`config.mk`:
```
export PLATFORM = sky130hd
export DESIGN_NAME = useq_next_addr
export DESIGN_NICKNAME = d
export VERILOG_FILES = /design/src/rtl/useq_pkg.sv /design/src/rtl/useq_fld_stage.sv /design/src/rtl/useq_addr_mux.sv /design/src/rtl/useq_mpc_reg.sv /design/src/rtl/useq_next_addr.sv
export SDC_FILE = /design/constraint.sdc
export NUM_CORES = 1
export LEC_CHECK = 0
export BUFFER_PORTS_ARGS = -buffer_cell sky130_fd_sc_hd__buf_2
export CAP_MARGIN = 20
export CORE_MARGIN = 4
export CORE_UTILIZATION = 42
export CTS_CLUSTER_DIAMETER = 60
export DETAILED_ROUTE_END_ITERATION = 16
export PLACE_DENSITY = 0.78
export SLEW_MARGIN = 20
export SYNTH_ARGS = -nofsm -noshare
export SYNTH_HDL_FRONTEND = slang
export SYNTH_SLANG_ARGS = --single-unit
```
`constraint.sdc`:
```
create_clock -name clk -period 1 [get_ports clk]
set_input_delay 0.05 -clock clk [delete_from_list [all_inputs] [get_ports clk]]
set_output_delay 0.05 -clock clk [all_outputs]
set_load 0.05 [all_outputs]
```
`src/rtl/useq_pkg.sv`:
```
`timescale 1ns/1ps
// Package: shared types for the microprogram next-address unit.
// Assumes the jump-control field is three bits wide, dispatch in bit 2.
package useq_pkg;

    localparam int JAM_W = 3;

    // Jump-control field; bit order matters: dispatch, negative test, zero test.
    typedef struct packed {
        logic dispatch;
        logic neg_test;
        logic zero_test;
    } jam_t;

endpackage

```
`src/rtl/useq_fld_stage.sv`:
```
`timescale 1ns/1ps
// Module: useq_fld_stage
// Captures the successor address, jump-control field and ALU flags of the
// microinstruction executing in this cycle. The captured flags are used
// for the next-address calculation performed during the following cycle.
// Assumes a synchronous active-low reset that clears every captured value.
module useq_fld_stage
    import useq_pkg::*;
#(
    parameter int ADDR_W = 9
) (
    input  logic              clk,
    input  logic              rst_n,
    input  logic [ADDR_W-1:0] addr_i,
    input  jam_t              jam_i,
    input  logic              n_i,
    input  logic              z_i,
    output logic [ADDR_W-1:0] addr_q,
    output jam_t              jam_q,
    output logic              n_q,
    output logic              z_q
);

    // Hold the next-address fields of the current microinstruction.
    always_ff @(posedge clk) begin
        if (!rst_n) begin
            addr_q <= '0;
            jam_q  <= '0;
        end else begin
            addr_q <= addr_i;
            jam_q  <= jam_i;
        end
    end

    // Latch the ALU flags at the end of the cycle that produced them.
    always_ff @(posedge clk) begin
        if (!rst_n) begin
            n_q <= 1'b0;
            z_q <= 1'b0;
        end else begin
            n_q <= n_i;
            z_q <= z_i;
        end
    end

endmodule

```
`src/rtl/useq_addr_mux.sv`:
```
`timescale 1ns/1ps
// Module: useq_addr_mux
// Combinational next-address former. The top bit is ORed with the
// selected flag test; the low MBR_W bits are ORed with the instruction
// byte on dispatch; any bits in between pass straight through.
// Assumes MBR_W is smaller than ADDR_W so the top bit never overlaps
// the dispatch byte.
module useq_addr_mux
    import useq_pkg::*;
#(
    parameter int ADDR_W = 9,
    parameter int MBR_W  = 8
) (
    input  logic [ADDR_W-1:0] addr_q,
    input  jam_t              jam_q,
    input  logic              n_q,
    input  logic              z_q,
    input  logic [MBR_W-1:0]  mbr_i,
    output logic [ADDR_W-1:0] nxt_o
);

    localparam int HI = ADDR_W - 1;

    logic take_hi;

    // Decide whether a flag test forces the top address bit.
    always_comb begin
        take_hi = (jam_q.zero_test & z_q) | (jam_q.neg_test & n_q);
    end

    // Per-bit OR network; the bit position picks the source.
    for (genvar i = 0; i < ADDR_W; i++) begin : g_bit
        if (i == HI) begin : g_top
            assign nxt_o[i] = addr_q[i] | take_hi;
        end else if (i < MBR_W) begin : g_low
            assign nxt_o[i] = addr_q[i] | (jam_q.dispatch & mbr_i[i]);
        end else begin : g_mid
            assign nxt_o[i] = addr_q[i];
        end
    end

endmodule

```
`src/rtl/useq_mpc_reg.sv`:
```
`timescale 1ns/1ps
// Module: useq_mpc_reg
// Microprogram counter register. Loads the formed next address each cycle.
// Assumes the control store is read from this register's output.
module useq_mpc_reg #(
    parameter int ADDR_W = 9
) (
    input  logic              clk,
    input  logic              rst_n,
    input  logic [ADDR_W-1:0] nxt_i,
    output logic [ADDR_W-1:0] mpc_o
);

    // Load the next microinstruction address, or zero under reset.
    always_ff @(posedge clk) begin
        if (!rst_n) mpc_o <= '0;
        else        mpc_o <= nxt_i;
    end

endmodule

```
`src/rtl/useq_next_addr.sv`:
```
`timescale 1ns/1ps
// Module: useq_next_addr (top)
// Next-address unit for a microprogrammed control unit. Fields and flags
// are captured at one edge; the counter loads the formed address at the
// next edge, sampling the instruction byte there.
// Assumes jam bit 2 = dispatch, bit 1 = negative test, bit 0 = zero test.
module useq_next_addr
    import useq_pkg::*;
#(
    parameter int ADDR_W = 9,
    parameter int MBR_W  = 8
) (
    input  logic              clk,
    input  logic              rst_n,
    input  logic [ADDR_W-1:0] addr,
    input  logic [JAM_W-1:0]  jam,
    input  logic              n,
    input  logic              z,
    input  logic [MBR_W-1:0]  mbr,
    output logic [ADDR_W-1:0] mpc
);

    logic [ADDR_W-1:0] addr_q;
    jam_t              jam_q;
    jam_t              jam_in;
    logic              n_q;
    logic              z_q;
    logic [ADDR_W-1:0] nxt;

    // Present the raw jump field as the typed struct.
    always_comb begin
        jam_in = jam_t'(jam);
    end

    useq_fld_stage #(.ADDR_W(ADDR_W)) u_fld (
        .clk    (clk),
        .rst_n  (rst_n),
        .addr_i (addr),
        .jam_i  (jam_in),
        .n_i    (n),
        .z_i    (z),
        .addr_q (addr_q),
        .jam_q  (jam_q),
        .n_q    (n_q),
        .z_q    (z_q)
    );

    useq_addr_mux #(.ADDR_W(ADDR_W), .MBR_W(MBR_W)) u_mux (
        .addr_q (addr_q),
        .jam_q  (jam_q),
        .n_q    (n_q),
        .z_q    (z_q),
        .mbr_i  (mbr),
        .nxt_o  (nxt)
    );

    useq_mpc_reg #(.ADDR_W(ADDR_W)) u_mpc (
        .clk   (clk),
        .rst_n (rst_n),
        .nxt_i (nxt),
        .mpc_o (mpc)
    );

endmodule

```
==> results of run 1 <==
==> routing by layer <==
metal  track usage (%)  share of wire, %  vias up
met4             6.452               1.1        0
met3             2.632               8.8        2
met5                 0                 0        -
li1                  -                 -      277
met1             14.93                38      214
met2             19.53                52       18
==> final timing paths <==
check | slack [ns] | endpoint | cells after the start
min reg2reg | 0.48 | u_mpc.mpc_o[4] | 2
min | 0.01 | u_mpc.mpc_o[5] | 3
max reg2reg | 0.18 | u_mpc.mpc_o[8] | 2
max | 0.08 | mpc[3] | 1
==> logic make-up (layout without fill, tap and decap cells) <==
| group | count (synthesis) | count (layout) | share of synthesized area, % |
|---|---|---|---|
| compound gates | 9 | 9 | 7.277 |
| simple gates | 23 | 23 | 21.45 |
| buf+inv | 3 | 50 | 2.612 |
| flops | 23 | 23 | 68.66 |
==> sequential cells by signal, indices dropped and copies added, names as in the netlist <==
name	flops
u_fld.z_q	1
u_fld.addr_q	9
u_mpc.mpc_o	9
u_fld.n_q	1
u_fld.jam_q	3
==> area by class of cell <==
class	count	area (um2)
clock buffers	4	26.28
fillers	125	506.7
multi-input cells	32	192.7
flip-flops and latches	23	460.4
well taps	16	20.02
repair buffers	46	300.3
==> synth_stat cells <==
library cell	instances	share of area, %
buf_2	2	1.5
a21oi_1	8	6.0
a221oi_1	1	1.3
dfxtp_1	23	69
buf_4	1	1.1
nor2b_1	9	8.4
and2_1	14	13
==> worst register-to-register path, cell delays in order, from the launching register on <==
cell      delay [ns]
dfxtp_1         0.32
a221oi_1        0.32
nor2b_1         0.08
==> repair_timing <==
| action | CTS | global route |
|---|---|---|
| hold buffers | 14 | 0 |
| setup endpoints to repair | 0 | 0 |
| endpoints found under the hold margin | 14 | 0 |
==> power groups by stage <==
stage / Clock [mW] / Sequential, mW / Combinational, mW
final: 0.389 / 0.982 / 0.235
after global routing: 0.442 / 0.988 / 0.254
after CTS: 0.407 / 0.983 / 0.236
after detailed placement: 0 / 1.00 / 0.194
after global placement: 0 / 1.00 / 0.189
after floorplan: 0 / 1.07 / 0.0569
==> stage by stage <==
stage	hold WS (ns)	setup slack, ns	total power, mW	std cells	util [%]
finish	0.01488	0.08123	1.606	121	66.36
global route	0.01620	0.02342	1.685	121	66.36
CTS	0.006206	0.05997	1.626	121	66.36
detailed placement	0.2555	0.1739	1.198	103	55.32
global placement	0.2550	0.2673	1.190	103	55.32
floorplan	0.1717	0.2790	1.128	58	-
==> metrics.yaml, run 1 <==
outcome: "completed"
hold_viol: 0
cp.arrival_ns: 0.87
timing.critical_path.from: "u_mpc.mpc_o[3]"
htreeDepth: 1
crit_path_end_kind: "primary output"
critical_path_class: "register to primary output"
globalplace.congestion: 0.7072
grt_pass1_wl_mm: 1.869
cp_slowest_cell: "dfxtp_1"
p_leak_nw: 0.4668
crit_family: "flip-flops"
dpl_cell_area_um2: 833.3
r2r_start: "u_fld.jam_q[0]"
hold_class: "primary input to register"
grt_max_degree: 24
numCtsBuffers: 3
start_util_pct: 44.52
power.internal_mw: 1.233
die_w_um: 47.96
drc: 0
drt-initial-drc-count: 1
insertion_delay_ns: 0.29
fp.dieArea_um2: 2300
post_cts_resized: 0
fin_worst_skew_ns: 0.007052
p_switching_mw: 0.3734
io_pins: 33
final_cell_area_um2: 999.7
cts.sinks: 23
hold_path_startpoint: "mbr[5]"
critPathMaxStageDelay_ns: 0.33
drtAntennaViolNets: 0
cts_setup_buffers: 0
vdd_drop_max_uv: 866.8
clk_transition_reported_paths_ns: 0.11
synth_cell_types: 7
die_h_um: 47.96
cp_max_fo: 1
overflow: 0
pwr-share-comb_pct: 14.6
cp-start-kind: "register"
dr.pass1.iters: 2
synth_area_per_cell_um2: 11.56
seqPwrFrac_pct: 61.2
hpwl_um: 957
crit_chain: "buf_2"
vias: 511
ys_ff_latch: 23
power.density_nw_per_um2: 1606
vias_per_cell: 4.223
synth_cells: 58
yosysSeqAreaShare_pct: 68.66
synth_nets: 82
antenna_found_initial: 0
io_buffers: 32
swShare_pct: 23.25
cts_tree: "done"
fin_crit_ns: 0.9188
fin_tns_setup_ns: 0
grt_pass1_vias: 442
final_common_cell: "buf_2"
drt-total-wl_mm: 1.313
track_usage_pct: 12.11
fp-row-count: 14
tightest_slew_ns: 0.2801
drv_cap: 0
cts_root_buf: "clkbuf_4"
slew_headroom_pct: 81.33
drive_gt1_share_pct: 33.33
avgRoutedWirePerCell_um: 10.85
required_ns: 0.95
rsz0062_at_grt: "false"
fin_crit_sh_pct: 91.88
finalSetupViolations: 0
critPathBufInv: 1
coreArea_um2: 1506
fmax_mhz: 1088
cts_buffer_depth: 2
synth_warnings: 0
synth_area_um2: 670.6
maxSlewViolCount: 0
clkPwrFrac_pct: 24.2
antenna_cells: 0
syn_to_final_growth_pct: 49.07
mostFrequentLayoutCells: "buf_2, dfxtp_1, and2_1, dlygate4sd3_1, nor2b_1"
layout.nets: 130
(Power assumes the default switching activity.)
==> run 2, diff against run 1 <==
--- a/config.mk
+++ b/config.mk
@@ -7,7 +7,6 @@
 export LEC_CHECK = 0
 export BUFFER_PORTS_ARGS = -buffer_cell sky130_fd_sc_hd__buf_2
 export CAP_MARGIN = 20
-export CORE_MARGIN = 4
 export CORE_UTILIZATION = 42
 export CTS_CLUSTER_DIAMETER = 60
 export DETAILED_ROUTE_END_ITERATION = 16
==> metrics.yaml, run 2 (synthesis gave the netlist of run 1 again) <==
grt_pass1_vias: 562  # +27%
syn_to_final_growth_pct: 52.05
fin_tns_setup_ns: 0  # unchanged
coreArea_um2: 1506  # unchanged
fin_worst_skew_ns: 0.001915  # -0.005138 ns
avgRoutedWirePerCell_um: 10.76  # -0.80%
insertion_delay_ns: 0.30  # about the same
cts_setup_buffers: 0  # unchanged
cts_buffer_depth: 2  # unchanged
cts_tree: "done"
finalSetupViolations: 0  # unchanged
critPathMaxStageDelay_ns: 0.33  # about the same
dpl_cell_area_um2: 833.3  # unchanged
drt-initial-drc-count: 14  # +13
fp.dieArea_um2: 1761  # -23%
dp_slack_ns: 0.2422  # +0.06832 ns
die_h_um: 41.96  # -13%
drv_cap: 0  # unchanged
crit_path_end_kind: "primary output"
start_util_pct: 44.52  # unchanged
overflow: 0  # unchanged
power_mw: 1.636  # +1.9%
critical_path_class: "register to primary output"
fill_cells: 109  # -13%
die_w_um: 41.96  # -13%
reg_top3: "u_fld.addr_q: 9 flops, u_mpc.mpc_o: 9 flops, u_fld.jam_q: 3 flops"
crit_chain: "buf_2"
drt-total-wl_mm: 1.324  # +0.84%
maxSlewViolCount: 0  # unchanged
vias_per_cell: 4.569  # +8.2%
final.setup.worst_slack_ns: 0.07118  # -0.01005 ns
layout.nets: 132  # +1.5%
hpwl_um: 802.5  # -16%
cts.sinks: 23  # unchanged
final_cell_area_um2: 1020  # +2.0%
globalplace.congestion: 0.7029  # -0.61%
drive_gt1_share_pct: 32.71  # -0.62 points
clk_transition_reported_paths_ns: 0.11  # about the same
crit_family: "flip-flops"
rsz0062_at_grt: "false"
worst_hold_slack_ns: 0.004450  # -0.01043 ns
tightest_slew_ns: 0.2697  # -0.01043 ns
cp_max_fo: 1  # unchanged
io_pins: 33  # unchanged
dr.pass1.iters: 4  # +2
mostFrequentLayoutCells: "buf_2, dfxtp_1, dlygate4sd3_1"
fin_crit_ns: 0.9288  # +0.01005 ns
vias: 562  # +10%
cts_root_buf: "clkbuf_4"
required_ns: 0.95  # about the same
cp.arrival_ns: 0.88  # about the same
grt_pass1_wl_mm: 2.373  # +27%
hold_class: "primary input to register"
fin_util_pct: 67.69  # +1.3 points
drtAntennaViolNets: 0  # unchanged
fmax_mhz: 1077  # -1.1%
fin_cells: 123  # +1.7%
placed_cells: 103  # unchanged
htreeDepth: 1  # unchanged
cp_slowest_cell: "dfxtp_1"
grt_max_degree: 24  # unchanged
numCtsBuffers: 3  # unchanged
hold_viol: 0  # unchanged
fin_crit_sh_pct: 92.88  # +1.0 points
p_leak_nw: 0.4752  # +1.8%
cp.depth: 1  # unchanged
rrSetupSlack_ns: 0.20  # +0.02 ns
critPathBufInv: 1  # unchanged
final_common_cell: "buf_2"
drc: 0  # unchanged
track_usage_pct: 17.97  # +5.9 points
antenna_found_initial: 0  # unchanged
io_buffers: 32  # unchanged
cp-start-kind: "register"
outcome: "completed"
antenna_cells: 0  # unchanged
slew_headroom_pct: 82.02  # +0.70 points
fp-row-count: 14  # unchanged
power.density_nw_per_um2: 1605  # -0.11%
reg2reg_depth: 2  # unchanged
hold_depth: 3  # unchanged
vdd_drop_max_uv: 628.8  # -27%
[run 2: cell count changes in the layout (fill, tap and decap cells not counted)]
cell | previous run | this run
dlygate4sd3_1 | 14 | 16
[run 2: report_power, final]
| part | internal (mW) | switching, mW | total, mW |
|---|---|---|---|
| logic | 0.117 | 0.127 | 0.244 |
| registers | 0.966 | 0.0165 | 0.983 |
| clock network | 0.156 | 0.254 | 0.410 |
[run 2: layout make-up]
| class | instances | area, um2 | area share (%) |
|---|---|---|---|
| clock buffer | 4 | 26.28 | 2.577 |
| multi-input combinational | 32 | 192.7 | 18.90 |
| sequential | 23 | 460.4 | 45.15 |
| tap | 16 | 20.02 | 1.963 |
| timing repair buffer | 48 | 320.3 | 31.41 |
[run 2: final timing paths]
path / start / endpoint
hold / removal: mbr[4] / u_mpc.mpc_o[4]
hold reg to reg: u_fld.addr_q[2] / u_mpc.mpc_o[2]
setup reg to reg: u_fld.jam_q[2] / u_mpc.mpc_o[0]
setup / recovery: u_mpc.mpc_o[5] / mpc[5]
[run 2: metal layers]
metal	wire, um	global-route usage, %
met1	552	20.22
met2	636	30.31
met3	77	3.043
met4	57	12.90
met5	0	0
[run 2: repair_timing]
action | in CTS | in global routing
hold buffers | 16 | 0
hold endpoints to repair | 16 | 0
gates resized for setup | 0 | 0
==> run 3, diff against run 2 <==
--- a/config.mk
+++ b/config.mk
@@ -5,12 +5,14 @@
 export SDC_FILE = /design/constraint.sdc
 export NUM_CORES = 1
 export LEC_CHECK = 0
+export ABC_AREA = 1
 export BUFFER_PORTS_ARGS = -buffer_cell sky130_fd_sc_hd__buf_2
 export CAP_MARGIN = 20
-export CORE_UTILIZATION = 42
+export CORE_UTILIZATION = 43
 export CTS_CLUSTER_DIAMETER = 60
+export CTS_CLUSTER_SIZE = 20
 export DETAILED_ROUTE_END_ITERATION = 16
-export PLACE_DENSITY = 0.78
+export PLACE_DENSITY = 0.79
 export SLEW_MARGIN = 20
 export SYNTH_ARGS = -nofsm -noshare
 export SYNTH_HDL_FRONTEND = slang
==> metrics.yaml, run 3 <==
outcome: "completed"
antenna_found_initial: 0  # unchanged
synth_top_family_by_area: "simple AND/OR/NAND/NOR gates"
drv_cap: 0  # unchanged
io_buffers: 32  # unchanged
yosys.area_share.adder_pct: 0  # unchanged
post_cts_resized: 0  # unchanged
clk_transition_reported_paths_ns: 0.12  # about the same
avgRoutedWirePerCell_um: 10.12  # -6.0%
fin_worst_skew_ns: 0.005369  # +0.003454 ns
critPathBufInv: 1  # unchanged
numCtsBuffers: 3  # unchanged
synth.most_common_cell: "dfxtp_1"
track_usage_pct: 17.46  # -0.51 points
maxSlewViolCount: 0  # unchanged
worst_hold_slack_ns: 0.09587  # +0.09142 ns
syn_to_final_growth_pct: 55.03
vias_per_cell: 4.264  # -6.7%
insertion_delay_ns: 0.30  # about the same
yosys-top-cells-area: "dfxtp_1, inv_1, nand2_1"
grt_pass1_vias: 578  # +2.8%
io_pins: 33  # unchanged
critical_path_class: "register to primary output"
p_leak_nw: 0.6249  # +32%
dr.pass1.iters: 4  # unchanged
cp-start-kind: "register"
hold_viol: 0  # unchanged
drtAntennaViolNets: 0  # unchanged
yosys.area_share.simple_pct: 15.34  # -6.1 points
synth_compound_area_share_pct: 5.644  # -1.6 points
async_flop_share_pct: 0  # unchanged
fmax_mhz: 1030  # -4.4%
htreeDepth: 1  # unchanged
fin_crit_ns: 0.9711  # +0.04226 ns
finalSetupViolations: 0  # unchanged
synth_edf_count: 0  # unchanged
drt-total-wl_mm: 1.498  # +13%
crit_family: "flip-flops"
hold_class: "primary input to register"
drt-initial-drc-count: 13  # -1
fin_tns_setup_ns: 0  # unchanged
die_w_um: 42.62  # +1.6%
cts_tree: "done"
synth_warnings: 0  # unchanged
final_common_cell: "buf_2"
critPathMaxStageDelay_ns: 0.35  # +0.02 ns
mostFrequentLayoutCells: "buf_2, dfxtp_1, dlygate4sd3_1"
globalplace.congestion: 0.7305  # +3.9%
vias: 631  # +12%
cts_root_buf: "clkbuf_4"
layout.nets: 157  # +19%
grt_pass1_wl_mm: 2.332  # -1.7%
cp_max_fo: 1  # unchanged
synth_xor_area_share_pct: 0  # unchanged
die_h_um: 42.62  # +1.6%
fill_cells: 115  # +5.5%
ys_top_cells_by_count: "dfxtp_1, inv_1, nand2_1, a21oi_1, nor2_1"
overflow: 0  # unchanged
crit_path_end_kind: "primary output"
slew_headroom_pct: 79.15  # -2.9 points
rsz0062_at_grt: "false"
cp_slowest_cell: "dfxtp_1"
required_ns: 0.95  # about the same
vdd_drop_max_uv: 827.4  # +32%
fp-row-count: 14  # unchanged
synth_top_area_share_pct: 64.90  # -3.8 points
synth_area_per_cell_um2: 9.213  # -20%
synth_nets: 101  # +23%
start_util_pct: 46.55  # +2.0 points
synth_area_um2: 709.4  # +5.8%
drive_gt1_share_pct: 30.30  # -2.4 points
fp.dieArea_um2: 1816  # +3.2%
tightest_slew_ns: 0.3128  # +0.04310 ns
drc: 0  # unchanged
antenna_cells: 0  # unchanged
muxShareOfSynthArea_pct: 0  # unchanged
reg_top3: "u_fld.addr_q: 9 flops, u_mpc.mpc_o: 9 flops, u_fld.jam_q: 3 flops"
synth_cells: 77  # +33%
power.density_nw_per_um2: 1515  # -5.6%
crit_chain: "buf_2"
coreArea_um2: 1524  # +1.2%
cts_buffer_depth: 2  # unchanged
synth_top_area_cell: "dfxtp_1"
cp.arrival_ns: 0.92  # +0.04 ns
ys_ff_latch: 23  # unchanged
fin_crit_sh_pct: 97.11  # +4.2 points
synth-main-ff-cell: "dfxtp_1"
grt_max_degree: 17  # -29%
yosysSeqAreaShare_pct: 64.90  # -3.8 points
cts.sinks: 23  # unchanged
hpwl_um: 795  # -0.93%
synth_cell_types: 11  # +4
[run 3: cell type report]
cell class                      instances  area [um2]  share of cell area, %
Sequential cell                        23       460.4                  41.87
Timing Repair Buffer                   54       380.4                  34.58
Multi-Input combinational cell         34       148.9                  13.54
Inverter                               17       63.81                  5.802
Clock buffer                            4       26.28                  2.389
Tap cell                               16       20.02                  1.820
[run 3: worst paths after layout]
| path | from | to | slack [ns] | depth (start not counted) |
|---|---|---|---|---|
| hold / removal | rst_n | u_fld.addr_q[0] | 0.1 | 3 |
| hold reg to reg | u_fld.addr_q[7] | u_mpc.mpc_o[7] | 0.46 | 2 |
| setup reg to reg | u_fld.jam_q[2] | u_mpc.mpc_o[6] | 0.28 | 2 |
| setup / recovery | u_mpc.mpc_o[5] | mpc[5] | 0.03 | 1 |
[run 3: cell families (layout without fill, tap and decap cells)]
kind of cell           count (synthesis)  in the layout
AO/OA/AOI/OAI                          8              8
AND/OR/NAND/NOR                       26             26
buffers and inverters                 20             75
flip-flops                            23             23
[run 3: worst min-delay path, cell delays in order]
cell     delay [ns]
buf_2          0.21
nand2_2        0.08
inv_1          0.03
[run 3: where the power goes]
group	switching (mW)	internal, mW
Sequential	0.0154	0.966
Combinational	0.148	0.125
Clock	0.255	0.155
Total	0.419	1.25
[run 3: per-stage QoR]
stage | util, % | worst slack (ns) | instances | power [mW] | area (um2)
floorplan | - | 0.2982 | 77 | 1.144 | 709.4
global placement | 55.99 | 0.3400 | 122 | 1.199 | 853.3
detailed placement | 55.99 | 0.3164 | 122 | 1.204 | 853.3
CTS | 72.17 | 0.06130 | 148 | 1.653 | 1100
global route | 72.17 | 0.01334 | 148 | 1.716 | 1100
finish | 72.17 | 0.02892 | 148 | 1.666 | 1100
[run 3: layer usage]
| metal | GRT usage, % | vias up | wire length (um) |
|---|---|---|---|
| met5 | 0 | - | 0 |
| met4 | 11.25 | 0 | 31 |
| met3 | 1.293 | 4 | 62 |
| met2 | 30.00 | 23 | 725 |
| met1 | 20.55 | 272 | 677 |
| li1 | - | 332 | - |
[run 3: timing repair]
item | in CTS | in global routing
hold endpoints to repair | 22 | 0
buffers inserted | 0 | 0
hold buffers | 22 | 0
